File: src/rtl/rxf_pkg.sv
package rxf_pkg;
    localparam int RXF_ADDR_W  = 7;
    localparam int RXF_FRAME_W = 3;
    localparam int RXF_DATA_W  = 8;

    typedef enum logic [1:0] {
        RD_IDLE,
        RD_LOAD,
        RD_STEP,
        RD_REL
    } rd_act_e;
endpackage

File: src/rtl/rxf_store.sv
module rxf_store #(
    parameter int AW = rxf_pkg::RXF_ADDR_W,
    parameter int DW = rxf_pkg::RXF_DATA_W
) (
    input  logic          clk,
    input  logic          we,
    input  logic [AW-1:0] waddr,
    input  logic [DW-1:0] wdata,
    input  logic [AW-1:0] raddr_a,
    output logic [DW-1:0] rdata_a,
    input  logic [AW-1:0] raddr_b,
    output logic [DW-1:0] rdata_b
);
    localparam int DEPTH = 1 << AW;

    logic [DW-1:0] mem_q [DEPTH];

    always_ff @(posedge clk) begin
        if (we) mem_q[waddr] <= wdata;
    end

    assign rdata_a = mem_q[raddr_a];
    assign rdata_b = mem_q[raddr_b];
endmodule

File: src/rtl/rxf_wr_side.sv
module rxf_wr_side #(
    parameter int AW = rxf_pkg::RXF_ADDR_W,
    parameter int FW = rxf_pkg::RXF_FRAME_W
) (
    input  logic          clk,
    input  logic          rst_n,
    input  logic          clr,
    input  logic          wr_en,
    input  logic          wr_eof,
    input  logic          wr_abort,
    input  logic [FW-1:0] rd_frame,
    output logic [AW-1:0] wr_ptr,
    output logic [FW-1:0] wr_frame,
    output logic [AW-1:0] end_at_rd,
    output logic          we,
    output logic          close
);
    localparam int FRAMES = 1 << FW;

    typedef struct packed {
        logic [FRAMES-1:0][AW-1:0] tbl;
        logic [AW-1:0]             ptr;
        logic [AW-1:0]             start;
        logic [FW-1:0]             f1;
    } wr_state_t;

    wr_state_t st_d, st_q;

    always_comb begin
        st_d  = st_q;
        we    = wr_en && !wr_abort && !clr;
        close = we && wr_eof;
        if (wr_abort) begin
            st_d.ptr = st_q.start;
        end else if (wr_en) begin
            st_d.ptr = st_q.ptr + AW'(1);
            if (wr_eof) begin
                st_d.tbl[st_q.f1] = st_q.ptr;
                st_d.f1           = st_q.f1 + FW'(1);
                st_d.start        = st_q.ptr + AW'(1);
            end
        end
        if (clr) st_d = '0;
    end

    always_ff @(posedge clk) begin
        if (!rst_n) st_q <= '0;
        else        st_q <= st_d;
    end

    assign wr_ptr    = st_q.ptr;
    assign wr_frame  = st_q.f1;
    assign end_at_rd = st_q.tbl[rd_frame];

    AST_F1_ADVANCE: assert property (@(posedge clk) disable iff (!rst_n)
        (close) |=> (st_q.f1 == $past(st_q.f1) + FW'(1)));
    AST_ABORT_KEEPS_F1: assert property (@(posedge clk) disable iff (!rst_n)
        (wr_abort && !clr) |=> $stable(st_q.f1));
    AST_ABORT_REWINDS: assert property (@(posedge clk) disable iff (!rst_n)
        (wr_abort && !clr) |=> (st_q.ptr == $past(st_q.start)));
endmodule

File: src/rtl/rxf_rd_side.sv
module rxf_rd_side
    import rxf_pkg::*;
#(
    parameter int AW = rxf_pkg::RXF_ADDR_W,
    parameter int FW = rxf_pkg::RXF_FRAME_W,
    parameter int DW = rxf_pkg::RXF_DATA_W
) (
    input  logic          clk,
    input  logic          rst_n,
    input  logic          clr,
    input  logic          sel_stb,
    input  logic          rd_stb,
    input  logic          rel_stb,
    input  logic [FW-1:0] wr_frame,
    input  logic [AW-1:0] end_in,
    input  logic [DW-1:0] byte_cur,
    input  logic [DW-1:0] byte_nxt,
    output logic [AW-1:0] z2,
    output logic [FW-1:0] rd_frame,
    output logic [AW-1:0] z1,
    output logic [DW-1:0] rd_data
);
    typedef struct packed {
        logic [AW-1:0] z2;
        logic [FW-1:0] f2;
        logic [DW-1:0] buf_b;
    } rd_state_t;

    rd_state_t st_d, st_q;
    rd_act_e   act;
    logic      has_frame;

    always_comb begin
        has_frame = (wr_frame != st_q.f2);
        z1        = has_frame ? end_in : st_q.z2;
        if (sel_stb)                   act = RD_LOAD;
        else if (rel_stb && has_frame) act = RD_REL;
        else if (rd_stb && st_q.z2 != z1) act = RD_STEP;
        else                           act = RD_IDLE;

        st_d = st_q;
        unique case (act)
            RD_LOAD: st_d.buf_b = byte_cur;
            RD_REL: begin
                st_d.f2 = st_q.f2 + FW'(1);
                st_d.z2 = z1 + AW'(1);
            end
            RD_STEP: begin
                st_d.z2    = st_q.z2 + AW'(1);
                st_d.buf_b = byte_nxt;
            end
            default: ;
        endcase
        if (clr) st_d = '0;
    end

    always_ff @(posedge clk) begin
        if (!rst_n) st_q <= '0;
        else        st_q <= st_d;
    end

    assign z2       = st_q.z2;
    assign rd_frame = st_q.f2;
    assign rd_data  = st_q.buf_b;

    AST_STALL_AT_END: assert property (@(posedge clk) disable iff (!rst_n)
        (rd_stb && !sel_stb && !rel_stb && !clr && st_q.z2 == z1)
        |=> ($stable(st_q.z2) && $stable(st_q.buf_b)));
    AST_REL_IGNORED_EMPTY: assert property (@(posedge clk) disable iff (!rst_n)
        (rel_stb && !sel_stb && !clr && !has_frame)
        |=> ($stable(st_q.f2) && $stable(st_q.z2)));
    AST_SEL_BLOCKS_MOVE: assert property (@(posedge clk) disable iff (!rst_n)
        (sel_stb && !clr) |=> ($stable(st_q.z2) && $stable(st_q.f2)));
endmodule

File: src/rtl/rxf_level.sv
module rxf_level #(
    parameter int AW = rxf_pkg::RXF_ADDR_W,
    parameter int FW = rxf_pkg::RXF_FRAME_W
) (
    input  logic          clk,
    input  logic          rst_n,
    input  logic          clr,
    input  logic [AW-1:0] wr_ptr,
    input  logic [AW-1:0] z2,
    input  logic [FW-1:0] wr_frame,
    input  logic [FW-1:0] rd_frame,
    input  logic          byte_in,
    input  logic          frame_in,
    input  logic [AW-1:0] thresh,
    output logic [FW-1:0] frame_cnt,
    output logic          fill_over,
    output logic          ovf
);
    logic [AW-1:0] held;
    logic          ovf_d, ovf_q;

    always_comb begin
        held      = wr_ptr - z2;
        frame_cnt = wr_frame - rd_frame;
        fill_over = (held > thresh);
        ovf_d     = ovf_q
                  | (frame_in && frame_cnt == {FW{1'b1}})
                  | (byte_in && held == {AW{1'b1}});
        if (clr) ovf_d = 1'b0;
    end

    always_ff @(posedge clk) begin
        if (!rst_n) ovf_q <= 1'b0;
        else        ovf_q <= ovf_d;
    end

    assign ovf = ovf_q;

    AST_OVF_STICKY: assert property (@(posedge clk) disable iff (!rst_n)
        (ovf_q && !clr) |=> ovf_q);
    AST_OVF_CAUSE: assert property (@(posedge clk) disable iff (!rst_n)
        (!ovf_q && !byte_in) |=> !ovf_q);
endmodule

File: src/rtl/frame_rx_fifo.sv
module frame_rx_fifo #(
    parameter int AW = rxf_pkg::RXF_ADDR_W,
    parameter int FW = rxf_pkg::RXF_FRAME_W,
    parameter int DW = rxf_pkg::RXF_DATA_W
) (
    input  logic          clk,
    input  logic          rst_n,
    input  logic          soft_clr,
    input  logic          wr_en,
    input  logic [DW-1:0] wr_data,
    input  logic          wr_eof,
    input  logic          wr_abort,
    input  logic          sel_stb,
    input  logic          rd_stb,
    input  logic          rel_stb,
    input  logic [AW-1:0] thresh,
    output logic [DW-1:0] rd_data,
    output logic [AW-1:0] rd_ptr,
    output logic [AW-1:0] frm_end,
    output logic [AW:0]   frm_len,
    output logic [FW-1:0] frame_cnt,
    output logic          empty,
    output logic          fill_over,
    output logic          ovf
);
    logic [AW-1:0] wr_ptr, end_at_rd, z2, z1;
    logic [FW-1:0] wr_frame, rd_frame;
    logic          we, close;
    logic [DW-1:0] byte_cur, byte_nxt;

    rxf_wr_side #(.AW(AW), .FW(FW)) u_wr (
        .clk(clk), .rst_n(rst_n), .clr(soft_clr),
        .wr_en(wr_en), .wr_eof(wr_eof), .wr_abort(wr_abort),
        .rd_frame(rd_frame), .wr_ptr(wr_ptr), .wr_frame(wr_frame),
        .end_at_rd(end_at_rd), .we(we), .close(close)
    );

    rxf_store #(.AW(AW), .DW(DW)) u_mem (
        .clk(clk), .we(we), .waddr(wr_ptr), .wdata(wr_data),
        .raddr_a(z2), .rdata_a(byte_cur),
        .raddr_b(z2 + AW'(1)), .rdata_b(byte_nxt)
    );

    rxf_rd_side #(.AW(AW), .FW(FW), .DW(DW)) u_rd (
        .clk(clk), .rst_n(rst_n), .clr(soft_clr),
        .sel_stb(sel_stb), .rd_stb(rd_stb), .rel_stb(rel_stb),
        .wr_frame(wr_frame), .end_in(end_at_rd),
        .byte_cur(byte_cur), .byte_nxt(byte_nxt),
        .z2(z2), .rd_frame(rd_frame), .z1(z1), .rd_data(rd_data)
    );

    rxf_level #(.AW(AW), .FW(FW)) u_lvl (
        .clk(clk), .rst_n(rst_n), .clr(soft_clr),
        .wr_ptr(wr_ptr), .z2(z2), .wr_frame(wr_frame), .rd_frame(rd_frame),
        .byte_in(we), .frame_in(close), .thresh(thresh),
        .frame_cnt(frame_cnt), .fill_over(fill_over), .ovf(ovf)
    );

    assign rd_ptr  = z2;
    assign frm_end = z1;
    assign frm_len = {1'b0, z1 - z2} + (AW+1)'(1);
    assign empty   = (frame_cnt == '0) && (z1 == z2);

    AST_CLR_EMPTIES: assert property (@(posedge clk) disable iff (!rst_n)
        soft_clr |=> (empty && !ovf && rd_ptr == '0));
    AST_EMPTY_NO_FRAMES: assert property (@(posedge clk) disable iff (!rst_n)
        (empty && !wr_en) |=> (frame_cnt == '0));
endmodule

File: config.mk
export PLATFORM = sky130hd
export DESIGN_NAME = frame_rx_fifo
export DESIGN_NICKNAME = d
export VERILOG_FILES = /design/src/rtl/rxf_pkg.sv /design/src/rtl/rxf_store.sv /design/src/rtl/rxf_wr_side.sv /design/src/rtl/rxf_rd_side.sv /design/src/rtl/rxf_level.sv /design/src/rtl/frame_rx_fifo.sv
export SDC_FILE = /design/constraint.sdc
export NUM_CORES = 2
export LEC_CHECK = 0
export BUFFER_PORTS_ARGS = -buffer_cell sky130_fd_sc_hd__buf_2
export CAP_MARGIN = 20
export CELL_PAD_IN_SITES_DETAIL_PLACEMENT = 1
export CELL_PAD_IN_SITES_GLOBAL_PLACEMENT = 1
export CORE_MARGIN = 5
export CORE_UTILIZATION = 60
export DETAILED_ROUTE_END_ITERATION = 10
export MAX_ROUTING_LAYER = met4
export PLACE_DENSITY = 0.84
export RECOVER_POWER = 100
export SLEW_MARGIN = 20
export SYNTH_ARGS = -nofsm -noshare
export SYNTH_HDL_FRONTEND = slang
export SYNTH_HIERARCHICAL = 1
export SYNTH_SLANG_ARGS = --single-unit
File: constraint.sdc
create_clock -name clk -period 10.5 [get_ports clk]
set_input_delay 2.1 -clock clk [delete_from_list [all_inputs] [get_ports clk]]
set_output_delay 2.1 -clock clk [all_outputs]
set_load 0.005 [all_outputs]
### Word level (Yosys, flattened, before mapping)

Memories as Yosys holds them, arrays and structs flattened. A register that Yosys moved wholly into a read port is not among the register bits.
Cells that the tools add are included.

* register bits: 92
* RAM bits: 1024
* input port bits: 24
* output and inout port bits: 36
* memories kept: 1

Memory list
* u_mem.mem_q: depth 128, width 8, rd ports 2, clocked after memory_dff 1, wr ports 1, line rxf_store.sv:16 `logic [DW-1:0] mem_q [DEPTH];`

* add/sub/neg operators: 9
* order comparisons: 4
* equality and inequality tests: 8
* multiplexer cells: 18
* bitwise gates (word level): 4
* reduce and logical (&&, ||, !) cells: 17

Operators with widths (count)
* $bwmux 56: 1
* $mux 7: 6
* $add 7x1->7 const B: 3
* $bmux 7 s3: 1
* $demux 7 s3: 1
* $mux 17: 1
* $pmux 8 s2: 1
* $pmux 7 s2: 1
* $sub 7x7->7: 2
* $mux 10: 1
* $logic_and 1x1->1: 9
* $add 7x1->8 const B: 1
* $lt 3x4->1 const B: 2
* $eq 7x7->1: 1
* $eq 7x7->1 const B: 1
* $gt 7x7->1: 1
* $ne 7x7->1: 1
* $add 3x1->3 const B: 2
* $mux 2: 3
* $reduce_bool 2->1: 3
* $eq 2x2->1 const B: 2
* $eq 3x3->1 const B: 1
* $ge 3x1->1 const B: 1
* $logic_not 3->1: 1
* 9 further kinds: 13

### Longest topological paths before layout

* depth after elaboration: 12
* gate-level depth with buffers: 17
* mapped depth without buffers: 14

### Hierarchy

The synthesis kept the hierarchy.

Modules (own cells, without submodules)
* rxf_store: times used 1, cells each 2047, area an instance 47528.1 µm², seq. area each 30749.5 µm²
* rxf_wr_side: times used 1, cells each 332, area an instance 3450.8 µm², seq. area each 1461.4 µm²
* rxf_rd_side: times used 1, cells each 168, area an instance 1295.0 µm², seq. area each 360.3 µm²
* rxf_level: times used 1, cells each 85, area an instance 623.1 µm², seq. area each 20.0 µm²
* frame_rx_fifo: times used 1, cells each 70, area an instance 533.0 µm², seq. area each 0.0 µm²

### Least setup slack after synthesis

OpenSTA, ideal clock, no wires.

* path type: register to output
* from: register u_rd.st_q, in the netlist u_rd/rd_frame[0]
* to: output port frm_len[7]
* data arrival time: 3091 ps
* required time: 8400 ps
* path slack: 5309 ps
* cell stages (with the launch flop): 16
* path through: dfxtp_1 buf_6 buf_8 mux4_1 mux2_2 nand2_1 nand2_1 inv_1 ha_1 inv_1 fa_1 nand3_2 nand2_1 xor2_1 nand3_1 nor3_1

* word-level cells in the longest chain between the ends: 5

Ends and longest elaborated chain
* from (decl): line rxf_rd_side.sv:29 `rd_state_t st_d, st_q;`
* from (signal assigned): line rxf_rd_side.sv:59 `else st_q <= st_d;`
* $bmux 7 s3: line rxf_wr_side.sv:53 `assign end_at_rd = st_q.tbl[rd_frame];`
* $mux 7 (not written as such): line rxf_wr_side.sv:53
* named net end_at_rd[0]: line frame_rx_fifo.sv:26 `logic [AW-1:0] wr_ptr, end_at_rd, z2, z1;`
* $mux 7: line rxf_rd_side.sv:35 `z1 = has_frame ? end_in : st_q.z2;`
* named net frm_end[0]: line frame_rx_fifo.sv:19 `output logic [AW-1:0] frm_end,`
* $sub 7x7->7: line frame_rx_fifo.sv:61 `assign frm_len = {1'b0, z1 - z2} + (AW+1)'(1);`
* $add 7x1->8: line frame_rx_fifo.sv:61
* to (decl): line frame_rx_fifo.sv:20 `output logic [AW:0] frm_len,`

The timed path passes the listed nets, and every way through them passes these cells. The select of a mux whose other input is x is not followed.

### Worst setup path after layout

* from: register u_rd.st_q, in the netlist u_rd/z2[2]
* to: register u_rd.st_q, in the netlist u_rd/rd_data[5]

RTL lines
* $add 7x1->7: line frame_rx_fifo.sv:41 `.raddr_b(z2 + AW'(1)), .rdata_b(byte_nxt)`
* $mem_v2 128x8
* named net byte_nxt[5]: line frame_rx_fifo.sv:29 `logic [DW-1:0] byte_cur, byte_nxt;`
* $pmux 8 s2: line rxf_rd_side.sv:42 `unique case (act)`

The timed path passes the listed nets, and every way through them passes these cells.
A chain may end at the register's enable or synchronous reset.

==> impl_metrics.env <==
export IMPL_htree_levels=3
export IMPL_top_usage_layer="met2"
export IMPL_cts_root_buffer="clkbuf_16"
export IMPL_final_cell_area_sq_um=58600
export IMPL_clock_sinks=1116
export IMPL_async_reset_ff_share_pct=0
export IMPL_portBuffers=59
export IMPL_violations="capacitance limit, slew limit"
export IMPL_synthSimpleGateAreaFrac_pct=3.32
export IMPL_ios=60
export IMPL_cts_buffers=114
export IMPL_yosysTopAreaCellShare_pct=57.6
export IMPL_switching_share_pct=21.2
export IMPL_synth_edf_count=1024
export IMPL_synth_distinct_cells=73
export IMPL_dp_worst_setup_slack_ns=4.52
export IMPL_ctsResizeCount=0
export IMPL_switching_power_mw=2.00
export IMPL_yosysTopAreaCell="edfxtp_1"
export IMPL_cts_tree="built"
export IMPL_place_area_sq_um=54800
export IMPL_drive_gt1_share_pct=34.1
export IMPL_die_x_microns=308
export IMPL_pwr_share_seq_pct=51.6
export IMPL_required_ns=11.05
export IMPL_yosys_top_cells_count="1,024 x edfxtp_1, 672 x mux4_2, 156 x nor2_1"
export IMPL_r2r_start="u_rd/z2[2]"
export IMPL_timing_worst_slew_pin_value_ns=5.67
export IMPL_fin_crit_ns=8.24
export IMPL_yosysWarningCount=6
export IMPL_startpoint="u_rd/z2[2]"
export IMPL_arrival_ns=8.80
export IMPL_whs_ns=0.459
export IMPL_antenna_found_initial=11
export IMPL_ys_ff_latch=1116
export IMPL_ys_flop_type="edfxtp_1"
export IMPL_synthAdderAreaFrac_pct=0.745
export IMPL_hold_start="u_wr/st_q[53]"
export IMPL_cp_end_kind="register"
export IMPL_fin_ws_ns=2.26
export IMPL_post_cts_buffers=0
export IMPL_cp_max_fo=65
export IMPL_clock_latency_ns=0.74
export IMPL_ys_seq_area_share_pct=61.0
export IMPL_use_met1_pct=48.9
export IMPL_wirelength_microns=169000
export IMPL_synth_xor_area_share_pct=0.681
export IMPL_coreArea_sq_um=88400
export IMPL_p_leak_nw=18.0
export IMPL_avgViaCountPerCell=7.91
export IMPL_maxCapViolCount=33
export IMPL_clk_path_buf_depth=3
export IMPL_finalSetupTns_ns=0
export IMPL_grt_overflow=0
export IMPL_fmax_mhz=121
export IMPL_firstDrtPassIters=6
export IMPL_clock_power_share_pct=46.1
export IMPL_hold_path_class="register to register"
export IMPL_power_mw=9.43
export IMPL_drc=0
export IMPL_gr_usage_met3_pct=9.60
export IMPL_cts_reportedPaths_clkPinSlew_ns=0.06
export IMPL_combPwrFrac_pct=2.3
export IMPL_syn_area_sq_um=53400
export IMPL_die_h_microns=308
export IMPL_wl_per_cell_microns=42.3
export IMPL_syn_inst=2702
export IMPL_nets=2782
export IMPL_period_share_pct=78.5
export IMPL_ctsHoldBuffers=0
export IMPL_syn_nets=2756
export IMPL_slew_violations=1415
export IMPL_synth_area_per_cell_sq_um=19.8
export IMPL_pwr_density_cell_nw_per_um2=161
export IMPL_fin_worst_skew_ns=0.0424
export IMPL_final_hold_viol_count=0
export IMPL_rows=109
export IMPL_path_class="register to register"
export IMPL_syn2layout_area_growth_pct=9.61
export IMPL_first_global_vias=32700
export IMPL_grt_max_degree=136
export IMPL_finalSetupViolations=0
export IMPL_slew_headroom_pct=-278
export IMPL_synthMuxAreaShare_pct=30.8
export IMPL_ir_drop_mv=0.180
export IMPL_globalRouteMet2Util_pct=56.4
export IMPL_place_detailed_hpwl_microns=97700
export IMPL_crit_path_start_kind="register"
export IMPL_track_usage_pct=37.2
export IMPL_place_gp_congestion=0.876
export IMPL_synth_most_common_cell="edfxtp_1"
export IMPL_route_vias_total=31600
export IMPL_die_area_sq_um=95100
export IMPL_synth_top_family_by_area="multiplexers"
export IMPL_p_int_mw=7.44
export IMPL_rsz0062_at_grt="false"
export IMPL_grt_pass1_wl_microns=246000
export IMPL_initial_core_util_pct=60.5
export IMPL_yosys_top_cells_area="edfxtp_1 58%, mux4_2 28%, dfxtp_1 3.4%"
export IMPL_outcome="finished with violations"
export IMPL_first_iter_violations=5576
export IMPL_ant_nets=0
export IMPL_synth_compound_area_share_pct=1.24
[logic make-up (layout without fill, tap and decap cells)]
kind of cell             Yosys count  after routing
XOR/XNOR                          39             39
other                              0             11
AND/OR/NAND/NOR                  391            391
AO/OA/AOI/OAI                     97             97
adder cells (fa/ha/maj)           30             30
flip-flops                      1116           1116
multiplexers                     779            779
buffers and inverters            250            374
[power by group through the flow]
stage | registers [mW] | clock network (mW) | logic [mW]
detailed placement | 4.95 | 0 | 0.209
global route | 4.87 | 4.61 | 0.226
floorplan | 4.95 | 0 | 0.0981
global placement | 4.95 | 0 | 0.195
CTS | 4.86 | 4.38 | 0.215
finish | 4.87 | 4.35 | 0.217
[layout by cell type, fill, tap and decap left out, types with 4 or more instances in the layout]
cell type   netlist  routed
edfxtp_1       1024    1024
mux4_2          672     672
nor2_1          156     156
clkbuf_16         0     115
nand2_1         110     110
dfxtp_1          92      90
clkbuf_1         91      77
mux2i_1          68      68
inv_1            41      40
nand3_1          33      33
buf_2            32      31
ha_1             27      26
a21oi_1          25      25
o21ai_0          21      21
buf_4            40      21
clkinv_2          0      20
mux2_2           25      19
bufinv_16         0      18
xor2_1           18      17
clkinv_1          0      17
nor2b_1          16      15
xnor2_1          18      15
nor3_1           14      14
mux4_1           14      14
diode_2           0      11
nand4_1          11      11
a31oi_1           9       9
or3_1             9       9
clkinvlp_4        0       8
nand2b_1          8       8
clkbuf_8          0       7
and3_1            6       6
o21a_1            6       6
a211oi_1          6       6
mux2_1            0       6
nand3_2           4       4
clkbuf_2          0       4
buf_12            0       4
[stage by stage]
stage / cells / util [%]
2_1_floorplan: 2702 / -
3_3_place_gp: 3771 / 62.0
4_1_cts: 3988 / 66.5
3_5_place_dp: 3774 / 62.0
6_report: 4002 / 66.3
5_1_grt: 4000 / 66.3
[state kept, by name (all words and copies together) (netlist names)]
name / count
u_wr/wr_frame: 3
u_lvl/ovf: 1
u_rd/z2: 7
u_wr/wr_ptr: 7
u_rd/rd_data: 8
u_rd/rd_frame: 3
u_wr/st_q: 63
u_mem/mem_q: 1024
[routing by layer]
layer  vias to the layer above  share of wire, %
li1                      11600                 -
met1                     16600                34
met2                      2957                48
met3                       554                13
met4                         0               5.2
met5                         -                 0
[path summary, 6_finish.rpt]
kind	to	slack (ns)	cells after the start
worst max-delay path	u_rd/rd_data[5]	2.26	12
worst min-delay path	u_wr/st_q[53]	0.46	2
worst max register to register	u_rd/rd_data[5]	2.26	12
worst min register to register	u_wr/st_q[53]	0.46	2
[area by class of cell]
class                      instances  area, sq um
clock buffer                     142         3060
tap                             1165         1460
inverter                          42          165
fill                            7044        29800
multi-input combinational       1336        19700
clock inverter                    72          902
sequential                      1116        32600
timing repair buffer             118          628
antenna                           11         27.5
[worst max-delay path: stages (launching register included)]
cell      delay, ns
dfxtp_4        0.74
clkbuf_1       2.17
xor2_4         0.18
buf_4          0.83
clkbuf_2       1.48
mux4_2         0.49
mux4_2         0.62
mux4_2         0.51
mux2_2         0.30
mux2i_1        0.17
nor2_1         0.07
a21oi_1        0.21
nor2_1         0.08
Note: power is estimated with default switching activity, not from simulation.
